## config.mk

```make
export PLATFORM = sky130hd
export DESIGN_NAME = eig_alloc
export DESIGN_NICKNAME = d
export VERILOG_FILES = /design/src/rtl/eig_alloc_pkg.sv /design/src/rtl/eig_store.sv /design/src/rtl/eig_argmax.sv /design/src/rtl/eig_alloc.sv
export SDC_FILE = /design/constraint.sdc
export NUM_CORES = 1
export LEC_CHECK = 0
export BUFFER_PORTS_ARGS = -buffer_cell sky130_fd_sc_hd__buf_2
export CORE_MARGIN = 10
export CORE_UTILIZATION = 45
export DETAILED_ROUTE_END_ITERATION = 8
export PLACE_DENSITY = 0.67
export SYNTH_ARGS = -nofsm -noshare
export SYNTH_HDL_FRONTEND = slang
export SYNTH_SLANG_ARGS = --single-unit
```

## constraint.sdc

```tcl
create_clock -name clk_i -period 27.3 [get_ports clk_i]
set_clock_uncertainty 0.2 [all_clocks]
set_input_delay 5.46 -clock clk_i [delete_from_list [all_inputs] [get_ports clk_i]]
set_output_delay 5.46 -clock clk_i [all_outputs]
set_load 0.1 [all_outputs]
```

## src/rtl/eig_alloc_pkg.sv

```systemverilog
package eig_alloc_pkg;
  typedef enum logic [1:0] {
    PH_IDLE = 2'd0,
    PH_PICK = 2'd1,
    PH_PUB  = 2'd2
  } phase_e;
endpackage

```

## src/rtl/eig_store.sv

```systemverilog
module eig_store #(
  parameter int N_CAND = 8,
  parameter int VAL_W  = 16,
  localparam int AW = (N_CAND > 1) ? $clog2(N_CAND) : 1
) (
  input  logic                    clk_i,
  input  logic                    rst_ni,
  input  logic                    we_i,
  input  logic [AW-1:0]           addr_i,
  input  logic [VAL_W-1:0]        data_i,
  output logic [N_CAND*VAL_W-1:0] vals_o
);
  logic [VAL_W-1:0] mem_q [N_CAND];

  always_ff @(posedge clk_i or negedge rst_ni) begin
    if (!rst_ni) begin
      for (int i = 0; i < N_CAND; i++) mem_q[i] <= '0;
    end else if (we_i) begin
      mem_q[addr_i] <= data_i;
    end
  end

  for (genvar g = 0; g < N_CAND; g++) begin : g_out
    assign vals_o[g*VAL_W +: VAL_W] = mem_q[g];
  end
endmodule

```

## src/rtl/eig_argmax.sv

```systemverilog
module eig_argmax #(
  parameter int N_CAND = 8,
  parameter int VAL_W  = 16,
  localparam int AW = (N_CAND > 1) ? $clog2(N_CAND) : 1
) (
  input  logic [N_CAND*VAL_W-1:0] vals_i,
  input  logic [N_CAND-1:0]       taken_i,
  output logic [AW-1:0]           win_o
);
  logic [VAL_W-1:0] best;
  logic             found;

  // strict compare: first (lowest flat index) keeps ties
  always_comb begin
    best  = '0;
    found = 1'b0;
    win_o = '0;
    for (int i = 0; i < N_CAND; i++) begin
      if (!taken_i[i] && (!found || vals_i[i*VAL_W +: VAL_W] > best)) begin
        best  = vals_i[i*VAL_W +: VAL_W];
        found = 1'b1;
        win_o = AW'(i);
      end
    end
  end
endmodule

```

## src/rtl/eig_alloc.sv

```systemverilog
module eig_alloc
  import eig_alloc_pkg::*;
#(
  parameter int NUM_USERS = 2,
  parameter int NUM_EIG   = 4,
  parameter int NUM_MODS  = 3,
  parameter int VAL_W     = 16,
  localparam int UW = (NUM_USERS > 1) ? $clog2(NUM_USERS) : 1,
  localparam int EW = (NUM_EIG > 1) ? $clog2(NUM_EIG) : 1,
  localparam int OW = $clog2(NUM_EIG + 1)
) (
  input  logic                    clk_i,
  input  logic                    rst_ni,
  input  logic                    wr_en_i,
  input  logic [UW-1:0]           wr_user_i,
  input  logic [EW-1:0]           wr_eig_i,
  input  logic [VAL_W-1:0]        wr_val_i,
  input  logic                    start_i,
  output logic                    busy_o,
  output logic                    done_o,
  output logic [NUM_USERS*OW-1:0] order_o,
  output logic [NUM_USERS-1:0]    idle_o,
  output logic [NUM_MODS*UW-1:0]  map_user_o,
  output logic [NUM_MODS*EW-1:0]  map_eig_o
);
  localparam int N_CAND = NUM_USERS * NUM_EIG;
  localparam int AW     = (N_CAND > 1) ? $clog2(N_CAND) : 1;
  localparam int RW     = (NUM_MODS > 1) ? $clog2(NUM_MODS) : 1;

  phase_e              phase_q;
  logic [RW-1:0]       rnd_q;
  logic [N_CAND-1:0]   taken_q;
  logic [OW-1:0]       cnt_w  [NUM_USERS];
  logic [UW-1:0]       mu_w   [NUM_MODS];
  logic [EW-1:0]       me_w   [NUM_MODS];
  logic [OW-1:0]       ord_q  [NUM_USERS];
  logic [UW-1:0]       mu_q   [NUM_MODS];
  logic [EW-1:0]       me_q   [NUM_MODS];
  logic                done_q;

  logic [N_CAND*VAL_W-1:0] vals;
  logic [AW-1:0]           win;
  logic [UW-1:0]           win_user;
  logic [EW-1:0]           win_eig;
  logic                    wr_ok;
  logic [AW-1:0]           wr_addr;

  assign wr_ok   = wr_en_i && (phase_q == PH_IDLE) &&
                   (int'(wr_user_i) < NUM_USERS) && (int'(wr_eig_i) < NUM_EIG);
  assign wr_addr = AW'(int'(wr_user_i) * NUM_EIG + int'(wr_eig_i));

  eig_store #(.N_CAND(N_CAND), .VAL_W(VAL_W)) store_i (
    .clk_i  (clk_i),
    .rst_ni (rst_ni),
    .we_i   (wr_ok),
    .addr_i (wr_addr),
    .data_i (wr_val_i),
    .vals_o (vals)
  );

  eig_argmax #(.N_CAND(N_CAND), .VAL_W(VAL_W)) argmax_i (
    .vals_i  (vals),
    .taken_i (taken_q),
    .win_o   (win)
  );

  assign win_user = UW'(int'(win) / NUM_EIG);
  assign win_eig  = EW'(int'(win) % NUM_EIG);

  always_ff @(posedge clk_i or negedge rst_ni) begin
    if (!rst_ni) begin
      phase_q <= PH_IDLE;
      rnd_q   <= '0;
      taken_q <= '0;
      done_q  <= 1'b0;
      for (int u = 0; u < NUM_USERS; u++) begin
        cnt_w[u] <= '0;
        ord_q[u] <= '0;
      end
      for (int m = 0; m < NUM_MODS; m++) begin
        mu_w[m] <= '0;
        me_w[m] <= '0;
        mu_q[m] <= '0;
        me_q[m] <= '0;
      end
    end else begin
      done_q <= 1'b0;
      unique case (phase_q)
        PH_IDLE: if (start_i) begin
          phase_q <= PH_PICK;
          rnd_q   <= '0;
          taken_q <= '0;
          for (int u = 0; u < NUM_USERS; u++) cnt_w[u] <= '0;
        end
        PH_PICK: begin
          taken_q[win]    <= 1'b1;
          cnt_w[win_user] <= cnt_w[win_user] + OW'(1);
          mu_w[rnd_q]     <= win_user;
          me_w[rnd_q]     <= win_eig;
          if (int'(rnd_q) == NUM_MODS - 1) phase_q <= PH_PUB;
          else rnd_q <= rnd_q + RW'(1);
        end
        PH_PUB: begin
          for (int u = 0; u < NUM_USERS; u++) ord_q[u] <= cnt_w[u];
          for (int m = 0; m < NUM_MODS; m++) begin
            mu_q[m] <= mu_w[m];
            me_q[m] <= me_w[m];
          end
          done_q  <= 1'b1;
          phase_q <= PH_IDLE;
        end
        default: phase_q <= PH_IDLE;
      endcase
    end
  end

  assign busy_o = (phase_q != PH_IDLE);
  assign done_o = done_q;

  for (genvar u = 0; u < NUM_USERS; u++) begin : g_user
    assign order_o[u*OW +: OW] = ord_q[u];
    assign idle_o[u]           = (ord_q[u] == '0);
  end
  for (genvar m = 0; m < NUM_MODS; m++) begin : g_mod
    assign map_user_o[m*UW +: UW] = mu_q[m];
    assign map_eig_o[m*EW +: EW]  = me_q[m];
  end
endmodule

```

After elaboration in Yosys (flattened, before gate mapping)
Index checks and enable logic that the tools add are counted.
- magnitude comparators: 15
- reduce and logical (&&, ||, !) cells: 40
- bitwise operators: 4
- eq/ne operators: 6
- muxes and demuxes: 49
- $add $sub $neg: 3
- operators with widths (operator ; count):
    bitwise mux 128 bit ; 1
    two-way mux 16 bit ; 8
    > comparator 16 bit ; 7
    demux 16 bit (select 3 bit) ; 1
    two-way mux 3 bit ; 8
    case mux 8 bit (2 select lines) ; 1
    two-way mux 2 bit ; 7
    zero test 1 bit ; 13
    bitwise mux 6 bit ; 2
    logical AND 1 bit ; 12
    case mux 6 bit (2 select lines) ; 1
    two-way mux 1 bit ; 11
    two-way mux 8 bit ; 1
    bitwise OR 8 bit ; 1
    case mux 2 bit (2 select lines) ; 2
    logical OR 1 bit ; 7
    zero test 3 bit ; 2
    two-way mux 6 bit ; 1
    inequality test 2 bit, second input constant ; 3
    demux 2 bit (select 2 bit) ; 1
    == test 2 bit, second input constant ; 2
    >= comparator 4 bit, second input constant ; 1
    < comparator 3 x 4 -> 1 bit, second input constant ; 1
    < comparator 4 x 1 -> 1 bit, second input constant ; 1
    20 further kinds ; 22
- register bits: 171
- output and inout bits: 19
- bits of input ports: 23
- logic and storage cells: 145

Logic depth before layout (Yosys ltp)
Gate-level depths: netlist of run 1.
- depth after elaboration: 36
- gate-level depth with buffers: 72
- mapped depth without buffers: 58

Modules after synthesis
From an unflattened synthesis of run 1, not the netlist that was laid out.
- cells, all modules: 1085
- area total of the unflattened synthesis: 12201.7 µm²
- modules (own cells, without submodules) (module ; cells an instance ; instances ; seq. area each (µm²) ; area an instance (µm²)):
    eig_argmax ; 666 ; 1 ; 0.0 ; 5383.9
    eig_store ; 279 ; 1 ; 3203.1 ; 4914.7
    eig_alloc ; 140 ; 1 ; 1076.0 ; 1903.1

Least setup slack after synthesis of run 1
OpenSTA, ideal clock, no wires.
- path type: register to register
- start point: reg taken_q[0]
- end point: reg cnt_w[1] in the netlist's numbering
- setup slack: 12.443 ns
- arrival time: 14.561 ns
- data required time: 27.005 ns
- cell stages (with the launch flop): 71
- library setup time: 0.095 ns
- cell sequence: dfrtp_1 > clkbuf_1 > clkbuf_1 > nor2b_1 > inv_1 > ha_1 > a21oi_1 > o21ai_0 > a221o_1 > or3_1 > buf_6 > buf_12 > mux2_4 > ha_1 > nand4_1 > or2_1 > a221o_1 > o211ai_1 > (+35 left out) > nor2_1 > a2111oi_0 > o211ai_1 > a22o_1 > nor3_2 > clkbuf_1 > a22o_1 > a21oi_1 > ha_1 > a21oi_1 > o21ai_0 > a2111oi_0 > o211ai_1 > a32o_1 > nor4_4 > buf_2 > o211ai_1 > o31ai_1
- word-level cells in the longest chain between the ends: 36
- elaborated cells on any way between the ends: 57
- those cells by class: add/sub: 1; order compare: 9; mux: 25; bitwise: 1; reduce/logical: 21
- RTL lines (element ; RTL line ; RTL):
    from (decl) ; eig_alloc.sv:32 ; logic [N_CAND-1:0] taken_q;
    from (signal assigned) ; eig_alloc.sv:74 ; taken_q <= '0;
    from (signal assigned) ; eig_alloc.sv:92 ; taken_q <= '0;
    from (signal, indexed assignment) ; eig_alloc.sv:96 ; taken_q[win] <= 1'b1;
    two-way mux 16 bit ; eig_argmax.sv:19 ; if (!taken_i[i] && (!found || vals_i[i*VAL_W +: VAL_W] > best)) begin
    > comparator 16 bit ; eig_argmax.sv:19 ;
    logical OR 1 bit ; eig_argmax.sv:19 ;
    logical AND 1 bit ; eig_argmax.sv:19 ;
    two-way mux 16 bit / two-way mux 1 bit (equally long branches) ; eig_argmax.sv:19 ;
    > comparator 16 bit / zero test 1 bit (equally long branches) ; eig_argmax.sv:19 ;
    logical OR 1 bit ; eig_argmax.sv:19 ;
    logical AND 1 bit ; eig_argmax.sv:19 ;
    (+20 left out) ; -- ;
    two-way mux 3 bit * ; eig_argmax.sv:19 ;
    inverter 1 -> 2 bit (not written as such) * ; eig_alloc.sv:97 ; cnt_w[win_user] <= cnt_w[win_user] + OW'(1);
    two-way mux 3 bit (not written as such) (tied with other cells) ; eig_alloc.sv:97 ;
    two-way mux 3 bit (not written as such) / logical AND 1 bit (equally long branches) ; eig_alloc.sv:97 ;
    two-way mux 3 bit (not written as such) ; eig_alloc.sv:97 ;
    adder 3 x 1 -> 3 bit / demux 3 bit (select 1 bit) (equally long branches) ; eig_alloc.sv:97 ;
    bitwise mux 6 bit * ; eig_alloc.sv:97 ;
    case mux 6 bit (2 select lines) * ; eig_alloc.sv:88 ; unique case (phase_q)
    to (signal, indexed assignment) ; eig_alloc.sv:97 ;
    to (decl) ; eig_alloc.sv:33 ; logic [OW-1:0] cnt_w [NUM_USERS];
Every way passes the cells marked *; elsewhere a longest branch is shown, timed or not. The select of a mux whose other input is x is not followed.
A chain may end at the register's enable or synchronous reset.

Worst setup path after layout of run 1
- start point: reg taken_q[0]
- end point: reg taken_q[2]
- word-level cells in the longest chain between the ends: 35
- elaborated cells on any way between the ends: 55
- those cells by class: order compare: 9; mux: 24; bitwise: 1; reduce/logical: 21
- RTL lines (element ; RTL line):
    two-way mux 16 bit ; eig_argmax.sv:19
    > comparator 16 bit ; eig_argmax.sv:19
    logical OR 1 bit ; eig_argmax.sv:19
    logical AND 1 bit ; eig_argmax.sv:19
    two-way mux 16 bit / two-way mux 1 bit (equally long branches) ; eig_argmax.sv:19
    > comparator 16 bit / zero test 1 bit (equally long branches) ; eig_argmax.sv:19
    logical OR 1 bit ; eig_argmax.sv:19
    logical AND 1 bit ; eig_argmax.sv:19
    (+19 left out) ; --
    logical AND 1 bit ; eig_argmax.sv:19
    two-way mux 3 bit * ; eig_argmax.sv:19
    < comparator 3 x 4 -> 1 bit (not written as such) / >= comparator 3 x 1 -> 1 bit (equally long branches) ; eig_alloc.sv:96
    logical AND 1 bit (not written as such) ; eig_alloc.sv:96
    two-way mux 1 bit (not written as such) ; eig_alloc.sv:96
    demux 1 bit (select 3 bit) * ; eig_alloc.sv:96
    bitwise OR 8 bit (no line) * ; --
    case mux 8 bit (2 select lines) * ; eig_alloc.sv:88
Every way passes the cells marked *; elsewhere a longest branch is shown, timed or not.

==> results.toml, run 1 <==
[synthesis]
synth_edf_count = 0
yosysUniqueCellTypes = 63
async_flop_share = 1.00
syn_nets = 1164
yosys_warnings = 0
synthXorXnorAreaFrac = 0.000793
ys.flop_type = "dfrtp_1"
synth_area_sq_um = 11000
synth.ff_latch_count = 171
synthAdderAreaFrac = 0.130
synthCells = 1026
synth_compound_area_frac = 0.163
synth_mux_area_frac = 0.179
yosys-top-cells-area = "dfrtp_1 39%, mux2_2 15%, ha_1 13%, a21oi_1 3.0%, nand2_1 2.7%"
yosysSeqAreaShare = 0.387
synth.top_cell.area_share = 0.387
synth_top_family_by_area = "multiplexers"
yosysTopAreaCell = "dfrtp_1"
yosysMostFrequentCell = "dfrtp_1"
synth_simple_gate_area_frac = 0.102
synthTopCellsByCount = "171 x dfrtp_1, 150 x mux2_2, 115 x ha_1"
syn_area_per_cell_sq_um = 10.8

[drt]
postRouteAntennaNets = 0
dr.pass1.iters = 6
wl_per_cell_microns = 19.7
avgViaCountPerCell = 5.90
via_count = 8143
drc = 0
wl_microns = 27300
drt_iter0_drc = 526

[cts]
cts_tree = "yes"
clock-root-buffer = "clkbuf_16"
cts_resized = 0
worstSkewPairLatency_ps = 440
ctsHoldBuffers = 0
clkTransAtPathRegs_ps = 70
cts_inserted_buffers = 17
cts-htree-levels = 4
clock_path_buffers = 2
cts.sinks = 171
post_cts_buffers = 0

[placement]
numPortBuffers = 41
postPlaceCellArea_sq_um = 11500
dp_cells = 1349
gp_congestion = 0.908
dp_hpwl_microns = 20500

[setup_path]
worstSetupPathType = "reg2reg"
worst_ep_arrival_time_ps = 18940
cp-end-kind = "register"
worstPathMaxFanout = 37
cpLargestDelayFamily = "compound AO/OA/AOI/OAI gates"
rr_worst_depth = 57
crit_path_frequent_cell = "ha_1"
crit_path_top_delay_cell = "nor2_1"
crit_cells = 57
critical_path.max_stage_delay_ps = 910
start_kind = "register"
crit_required_ps = 27430
critical_path_buf_inv_count = 4

[die]
num_rows = 57
num_io_pins = 42
die-area_sq_um = 31200
die_w_microns = 177
core-area_sq_um = 24200
start_util = 0.456
die_h_microns = 177

[timing]
drv_slew = 0
rsz0062_at_grt = "false"
finalCriticalPeriod_ps = 18810
worst_pin_slew_ps = 1160
setup_viol = 0
fin_setup_tns_ps = 0
finalHoldViolCount = 0
fin_crit_sh = 0.689
relSlewSlack = 0.226
fmax_mhz = 53.2

[cells_and_area]
stdcell_count = 1381
fin_nets = 1182
antenna_cells = 0
area_delta_synth_final_pct = 9.51
drive_above_1_share = 0.256
final_area_sq_um = 12100

[grt]
gr-total-overflow = 0
grt_max_degree = 109
grt_antenna_before_repair = 0
grt_usage = 0.179
grt_pass1_vias = 8010
grt_pass1_wl_microns = 44600

[job]
maxCapViolations = 0

[run_status]
status = "finished clean"

[hold_path]
holdCritPathClass = "reg2reg"
hold_depth = 2
[cell families after synthesis]
logic type               Yosys count
adder cells (fa/ha/maj)          115
AND/OR/NAND/NOR                  223
buffers and inverters             98
AO/OA/AOI/OAI                    243
flip-flops                       171
XOR/XNOR                           1
multiplexers                     175
[metrics by stage]
step / setup slack, ps / hold WS, ps / utilization
after floorplan: 12440 / 246 / -
after global placement: 9160 / 261 / 0.473
after detailed placement: 8800 / 268 / 0.473
after CTS: 8750 / 283 / 0.499
after global routing: 7190 / 308 / 0.499
final: 8490 / 273 / 0.499
[final cells by class]
type	count	area [sq um]
clock buffers	18	439
clock inverters	14	180
fillers	2188	12200
inverters	51	191
multi-input cells	757	6350
flip-flops and latches	171	4280
well taps	324	405
repair buffers	46	249
[path summary, 6_finish.rpt]
path	from	end	slack (ps)
max	taken_q[0]	taken_q[2]	8490
min	me_w[4]	me_w[4]	270
max reg2reg	taken_q[0]	taken_q[2]	8490
min reg2reg	me_w[4]	me_w[4]	270
max in group asynchronous	rst_ni	store_i.vals_o[50]	20540
min in group asynchronous	rst_ni	store_i.vals_o[16]	4950
[sequential cells by signal, indices dropped and copies added, names as in the netlist]
name / count
phase_q: 2
map_user_o: 3
me_w: 6
rnd_q: 2
done_o: 1
mu_w: 3
map_eig_o: 6
cnt_w: 6
order_o: 6
taken_q: 8
store_i.vals_o: 128
[per-layer routing]
layer / global-route usage / wire, microns / vias up
met1: 0.243 / 12800 / 4045
met5: 0 / 0 / -
met4: 0.0553 / 554 / 0
met3: 0.0294 / 1260 / 36
met2: 0.288 / 12700 / 187
li1: - / - / 3875
[worst reg2reg max path, delay by kind of cell (launching register included)]
family	cells	cell delay [ps]
adder cells (fa/ha/maj)	7	1830
AND/OR/NAND/NOR	17	6520
AO/OA/AOI/OAI	27	7990
buffers and inverters	4	760
flip-flops	1	710
multiplexers	2	670
[layout by cell type (no fill, tap or decap), types with 8 or more instances in the layout]
master,netlist,final
o21ai_2,14,14
a21oi_1,66,66
mux2_2,150,150
a22o_1,17,17
nand3_1,25,25
nor2b_1,28,28
buf_2,9,40
o221a_2,8,8
nand2_1,79,79
nor2_1,28,28
nor3_1,10,10
inv_1,51,51
nand4_1,19,19
ha_1,115,115
o21ai_0,29,29
a211oi_1,8,8
mux2i_1,18,18
a21o_1,17,17
dfrtp_1,171,171
o21a_1,15,15
clkbuf_16,0,17
o211ai_1,11,11
a32oi_1,17,17
Power of run 1 is not shown: default switching activity piles up to over one toggle a cycle in this logic, so the estimate is an artifact.
==> run 2: changes to the inputs <==
- ABC_AREA: unset -> 1
- clock period: 27.3 -> 18.55 ns (I/O delays scaled with it)
==> run 2 against run 1 <==
  * Cell count up 29%
  * Register-to-register slack worse by 3300 ps
  * Worst setup slack worse by 3300 ps
  * Critical path depth up 35
  * Synthesized cell count up 39%
  * Sequential share of layout area down 0.41 points
  * Critical endpoint is now cnt_w[2]
  * Synthesized area up 0.87%
  * Routed wire length up 8.3%
  * Flip-flop and latch count unchanged
  * Utilization up 0.44 points
  * Largest cell class unchanged
==> results.toml, run 2 <==
[grt]
top_usage_layer = "met2"
gr-total-overflow = 0
grt_pass1_vias = 9118
grtUsageMet1 = 0.288
grt_usage = 0.198
grt_max_degree = 77
groute.layer.met2.usage = 0.303
grt_antenna_before_repair = 0
grt_pass1_wl_microns = 49300
gr-usage-met3 = 0.0244

[timing]
rsz0062_at_grt = "false"
finalHoldViolCount = 0
setup_viol = 0
hold_ws_ps = 283
drv_slew = 0
worst_pin_slew_ps = 1170
relSlewSlack = 0.221
fin_setup_tns_ps = 0
finalCriticalPeriod_ps = 13390
fin_crit_sh = 0.722
fmax_mhz = 74.7

[cts]
cts_tree = "yes"
cts.sinks = 171
cts_inserted_buffers = 17
worstSkewPairLatency_ps = 450
post_cts_buffers = 0
ctsHoldBuffers = 0
clock_path_buffers = 2
clkTransAtPathRegs_ps = 70
clock-root-buffer = "clkbuf_16"
cts-htree-levels = 4
cts_resized = 0

[drt]
drc = 0
drt_iter0_drc = 717
wl_microns = 29500
avgViaCountPerCell = 5.21
via_count = 9301
wl_per_cell_microns = 16.5
postRouteAntennaNets = 0
dr.pass1.iters = 5

[synthesis]
syn_area_per_cell_sq_um = 7.81
synth.top_cell.area_share = 0.384
async_flop_share = 1.00
synth.ff_latch_count = 171
yosysMostFrequentCell = "nand2_1"
ys.flop_type = "dfrtp_1"
synthTopCellsByCount = "386 x nand2_1, 171 x dfrtp_1, 139 x inv_1"
yosys_warnings = 0
yosysSeqAreaShare = 0.384
yosysTopAreaCell = "dfrtp_1"
yosysUniqueCellTypes = 39
synthCells = 1427
yosys-top-cells-area = "dfrtp_1 38%, nand2_1 13%, ha_1 13%, o21ai_0 6.0%, inv_1 4.7%"
synth_edf_count = 0
synth_area_sq_um = 11100
syn_nets = 1565

[setup_path]
crit_required_ps = 18690
crit_path_top_delay_cell = "dfrtp_1"
cp-end-kind = "register"
critical_path.max_stage_delay_ps = 760
worstPathMaxFanout = 35
crit_path_frequent_cell = "nand2_1"
worstSetupPathType = "reg2reg"
worst_ep_arrival_time_ps = 13530
start_kind = "register"

[placement]
dp_hpwl_microns = 22600
numPortBuffers = 41
postPlaceCellArea_sq_um = 11600
gp_congestion = 0.944

[cells_and_area]
drive_above_1_share = 0.125
area_delta_synth_final_pct = 9.84
fill_cells = 2317
fin_nets = 1588
mostFrequentLayoutCells = "386 x nand2_1, 171 x dfrtp_1, 139 x inv_1"
antenna_cells = 0
multiInputGateArea_sq_um = 6070
register_area_sq_um = 4280
final_area_sq_um = 12200
final_common_cell = "nand2_1"
largest_reg_flops = 128

[die]
die_w_microns = 177
start_util = 0.458
num_rows = 57
die-area_sq_um = 31500
num_io_pins = 42
die_h_microns = 177
core-area_sq_um = 24300

[hold_path]
holdCritPathClass = "reg2reg"

[run_status]
status = "finished clean"

[job]
maxCapViolations = 0
==> run 2: cell types whose count changed in the layout (fill, tap and decap cells not counted), sizes merged, moves of 28 or more <==
cell,previous run,this run
nand2,79,418
mux2,157,0
o21ai,43,138
inv,59,153
nand3,25,115
nor2,28,91
or2,1,30
nor2b,28,0
==> run 2: final timing paths <==
kind / start / end / slack (ps) / cells after the start
max reg2reg: taken_q[0] / cnt_w[2] / 5160 / 92
min in group asynchronous: rst_ni / store_i.vals_o[9] / 2990 / 1
min: map_user_o[1] / map_user_o[1] / 280 / 2
max in group asynchronous: rst_ni / store_i.vals_o[96] / 13800 / 2
max: taken_q[0] / cnt_w[2] / 5160 / 92
min reg2reg: map_user_o[1] / map_user_o[1] / 280 / 2
==> run 2: kinds of logic after synthesis <==
group           share of synthesized area
compound gates                      0.111
simple gates                        0.304
fa+ha+maj                           0.129
flops                               0.384
buf+inv                            0.0721
==> run 2: metrics by stage <==
stage           util  setup slack (ps)  std cells
2_1_floorplan      -              7900       1427
3_3_place_gp   0.477              5440       1755
3_5_place_dp   0.477              5360       1755
4_1_cts        0.503              5300       1786
5_1_grt        0.503              3830       1786
6_report       0.503              5160       1786
==> run 2: cell type report <==
class / instances / area share
clock inverter: 13 / 0.0167
clock buffer: 18 / 0.0359
tap: 324 / 0.0331
sequential: 171 / 0.350
timing repair buffer: 49 / 0.0222
inverter: 149 / 0.0463
multi-input combinational: 1062 / 0.496
==> run 2: worst max-delay path, delay by kind of cell (launching register included) <==
kind	cells	cell delay, ps
compound gates	4	580
simple gates	73	8550
fa+ha+maj	7	1860
buf+inv	8	1290
flops	1	760
==> run 2: routing by layer <==
layer / vias to the layer above / wire (microns)
li1: 4691 / -
met1: 4366 / 14600
met3: 39 / 1440
met5: - / 0
met4: 0 / 483
met2: 205 / 13000
Power of run 2 is left out for the same reason.
